### src/rtl/ext_irq_trigger.sv
module ext_irq_trigger #(
  parameter int SYNC_STAGES = 2
) (
  input  logic clk,
  input  logic rst_n,
  input  logic pin_n,
  input  logic mc_strobe,
  input  logic edge_mode,
  input  logic ack,
  input  logic sw_wr,
  input  logic sw_wdata,
  output logic req
);

  localparam int SW = (SYNC_STAGES < 2) ? 2 : SYNC_STAGES;

  logic [SW-1:0] sync_q;
  logic          pin_s;
  logic          samp_q;
  logic          flag_q;
  logic          fall_hit;

  always_ff @(posedge clk or negedge rst_n) begin
    if (!rst_n) sync_q <= '1;
    else        sync_q <= {sync_q[SW-2:0], pin_n};
  end

  assign pin_s = sync_q[SW-1];

  always_ff @(posedge clk or negedge rst_n) begin
    if (!rst_n)         samp_q <= 1'b1;
    else if (mc_strobe) samp_q <= pin_s;
  end

  assign fall_hit = mc_strobe & edge_mode & samp_q & ~pin_s;

  always_ff @(posedge clk or negedge rst_n) begin
    if (!rst_n)          flag_q <= 1'b0;
    else if (!edge_mode) flag_q <= 1'b0;
    else if (fall_hit)   flag_q <= 1'b1;
    else if (sw_wr)      flag_q <= sw_wdata;
    else if (ack)        flag_q <= 1'b0;
  end

  assign req = edge_mode ? flag_q : ~samp_q;

  // Level-mode request moves only on a strobe.
  assert_level_gated_R2: assert property (@(posedge clk) disable iff (!rst_n)
    (!edge_mode && !mc_strobe) |=> (edge_mode || $stable(req)));

  // The edge flag holds until ack or write.
  assert_edge_hold_R3: assert property (@(posedge clk) disable iff (!rst_n)
    (edge_mode && req && !ack && !sw_wr) |=> (!edge_mode || req));

  // An acknowledge with no strobe and no write clears the flag.
  assert_ack_clears_R6: assert property (@(posedge clk) disable iff (!rst_n)
    (edge_mode && ack && !sw_wr && !mc_strobe) |=> (!edge_mode || !req));

  // With no strobe, no edge can be detected.
  assert_no_strobe_no_set_R8: assert property (@(posedge clk) disable iff (!rst_n)
    (edge_mode && !req && !mc_strobe && !sw_wr) |=> (!edge_mode || !req));

  // A write in edge mode with no strobe loads the written value.
  assert_sw_load_R9: assert property (@(posedge clk) disable iff (!rst_n)
    (edge_mode && sw_wr && !mc_strobe) |=> (!edge_mode || req == $past(sw_wdata)));

endmodule

### config.mk
export PLATFORM = sky130hd
export DESIGN_NAME = ext_irq_trigger
export DESIGN_NICKNAME = d
export VERILOG_FILES = /design/src/rtl/ext_irq_trigger.sv
export SDC_FILE = /design/constraint.sdc
export NUM_CORES = 1
export LEC_CHECK = 0
export BUFFER_PORTS_ARGS = -buffer_cell sky130_fd_sc_hd__buf_2
export CORE_AREA = 2 2 39 41
export CTS_CLUSTER_SIZE = 14
export DETAILED_ROUTE_END_ITERATION = 6
export DIE_AREA = 0 0 41 43
export GPL_TIMING_DRIVEN = 0
export PLACE_DENSITY = 0.39
export SYNTH_ARGS = -nofsm -noshare
export SYNTH_HDL_FRONTEND = slang
export SYNTH_SLANG_ARGS = --single-unit
### constraint.sdc
create_clock -name clk -period 0.8 [get_ports clk]
set_input_delay 0.16 -clock clk [delete_from_list [all_inputs] [get_ports clk]]
set_output_delay 0.16 -clock clk [all_outputs]
set_load 0.01 [all_outputs]
==> metrics.txt <==
skew final between 0.005 and 0.006 ns; drt initial violations 3; Initial Utilization 0.1175; Sw Share 0.2094; CP max-delay cell dfstp_2; pre-CTS WS -0.07771 ns; met2 usage 0.06875; Tmin final 1.115 ns; routing usage on met3 0.06283; status finished with violations; dpl cells 35; Slew headroom 0.9151; CP Buf/Inv Count 1; RSZ-0062 raised after global routing yes; grt peak-use layer met2; n_diodes 0; failing checks setup timing; Final Setup Violations 3; crit path launch type register; final clock period utilization by the worst path 1.393; Max Buffers Root-to-Sink 2; maximum VDD drop ~0.56 mV; Worst-Margin Slew around 0.12 ns; Req. time, crit path 0.64 ns; leakage power figure 0.0001267 uW; vias 143; RePlAce Congestion between 0.5 and 0.6; net switching power figure approximately 120 uW; CP Cell Sequence mux2i_1 > buf_2; first-pass GRT wire length about 570 um; TritonCTS Buffers 3; I/O pin cnt 9; Synth top area share 0.4846; cells after synthesis 11; Post-Syn Nets 19; Syn Area/Cell 14.79 sq um; critical path arrival around 0.95 ns; Routed WL about 350 um; Final Hold Viols 0; YS warnings 0; vias per cell around 3.5; P_int 453.5 uW; CTS resizes 0; area growth from synthesis to layout 63.85%; pwr dens between 2000 and 2500 nW/um^2; CP peak stage delay 0.52 ns; GR Layer Usage met1 0.04590; grt total ovfl 0; hold slack roughly 0.028 ns; Setup crit end kind output pin; Clock Tree Root clkbuf_4; crit-path max FO 2; non-filler instance count after layout 41; antenna viol nets, final 0; ranking of synthesized cells by area dfstp_2, dfrtp_1, mux2_4; Clock Sinks 4; port bufs 8; pin count of the biggest net entering global routing 5; Post-route DRC 0; area leader, netlist dfstp_2; fmax about 900 MHz; NumNets Final 34; initial antenna violation count 0; Die H between 40 and 50 um; die area 1763 sq um; critical path class register to output pin; vias in the first global route around 170; post-synthesis cell type count 8; Clk pwr share 0.479; die width a little over 40 um; Flop pwr share 0.403; DR WL/cell approximately 8.4 um; worst hold path type primary input to register; CTS tree done; Skew-Pair Late Insertion Delay 0.24 ns; Max Cap Violations 0; fin worst setup slack -0.3147 ns; total track usage 0.05455; post-synthesis sequential area ratio 0.6385; Seq cells post-synth 4; Worst-path clk slew roughly 0.040 ns; crit-path leading delay family flip-flops; setup_tns -0.3765 ns; Slew Limit Fails 0; Max H-tree Level 1; drt pass-1 iters 2; Rows 14; layout cell share with drive strength beyond 1 0.6400; Post-Syn Area approximately 160 sq um; core area around 1400 sq um; combinational power share 0.118
synthesized netlist by cell type:
cell type / n
dfrtp_1: 1
dfstp_2: 3
inv_1: 1
mux2_4: 1
mux2i_1: 1
nand3_1: 2
nand4b_1: 1
nand4bb_1: 1
metrics by stage:
step / cell area, sq um / total power (uW) / utilization
4_1_cts: 266.5 / 596.8 / 0.1926
6_report: 266.5 / 573.6 / 0.1926
2_1_floorplan: 162.7 / 256.9 / -
3_3_place_gp: 222.7 / 286.4 / 0.1609
5_1_grt: 266.5 / 627.4 / 0.1926
3_5_place_dp: 222.7 / 290.1 / 0.1609
power by group through the flow:
stage                     clock network, uW  registers [uW]  logic, uW
after global placement                    0             234       52.8
final                                   275             231       67.5
after global routing                    319             233       75.5
after CTS                               297             231       68.9
after detailed placement                  0             235       55.4
after floorplan                           0             233       23.9
layout make-up:
type	instances	area (sq um)
fill	155	1117
sequential	4	103.9
timing repair buffer	10	57.56
multi-input combinational	6	55.05
clock buffer	4	26.28
tap	16	20.02
inverter	1	3.754
sequential cells by signal, summed over array words and instances, names as in the netlist:
name,flops
samp_q,1
sync_q,2
flag_q,1
routing by layer:
layer / vias to the layer above / part of all wire
met2: 9 / 0.44
met3: 0 / 0.14
met5: - / 0
met1: 66 / 0.41
li1: 68 / -
met4: 0 / 0
what timing repair did:
| action | CTS | global route |
|---|---|---|
| hold buffers | 1 | 0 |
| setup buffers | 1 | 0 |
| setup endpoints to repair | 2 | 3 |
| hold endpoints to repair | 4 | 0 |
| pin swaps | 1 | 0 |
placed cells by master (no fill, tap or decap):
master,instances
dlygate4sd3_1,1
nand3_1,2
mux2i_1,1
dfrtp_1,1
nand4bb_1,1
buf_2,8
dfstp_2,3
inv_1,1
buf_4,1
clkbuf_1,1
mux2_4,1
clkbuf_4,3
nand4b_1,1
logic make-up after synthesis:
group         count (synthesis)  share of synthesized area
mux                           2                     0.1538
buf+inv                       1                    0.02305
flops                         4                     0.6385
simple gates                  4                     0.1846
final timing paths:
kind	cells past startpoint	slack, ns	from	to
min in group asynchronous	2	0.25	rst_n	flag_q
setup reg to reg	3	-0.04	samp_q	flag_q
hold reg to reg	0	0.35	sync_q[0]	sync_q[1]
hold / removal	1	0.03	pin_n	sync_q[0]
max in group asynchronous	2	0.34	rst_n	sync_q[1]
setup / recovery	2	-0.31	samp_q	req
No activity file was read; power rests on OpenSTA's default activity.
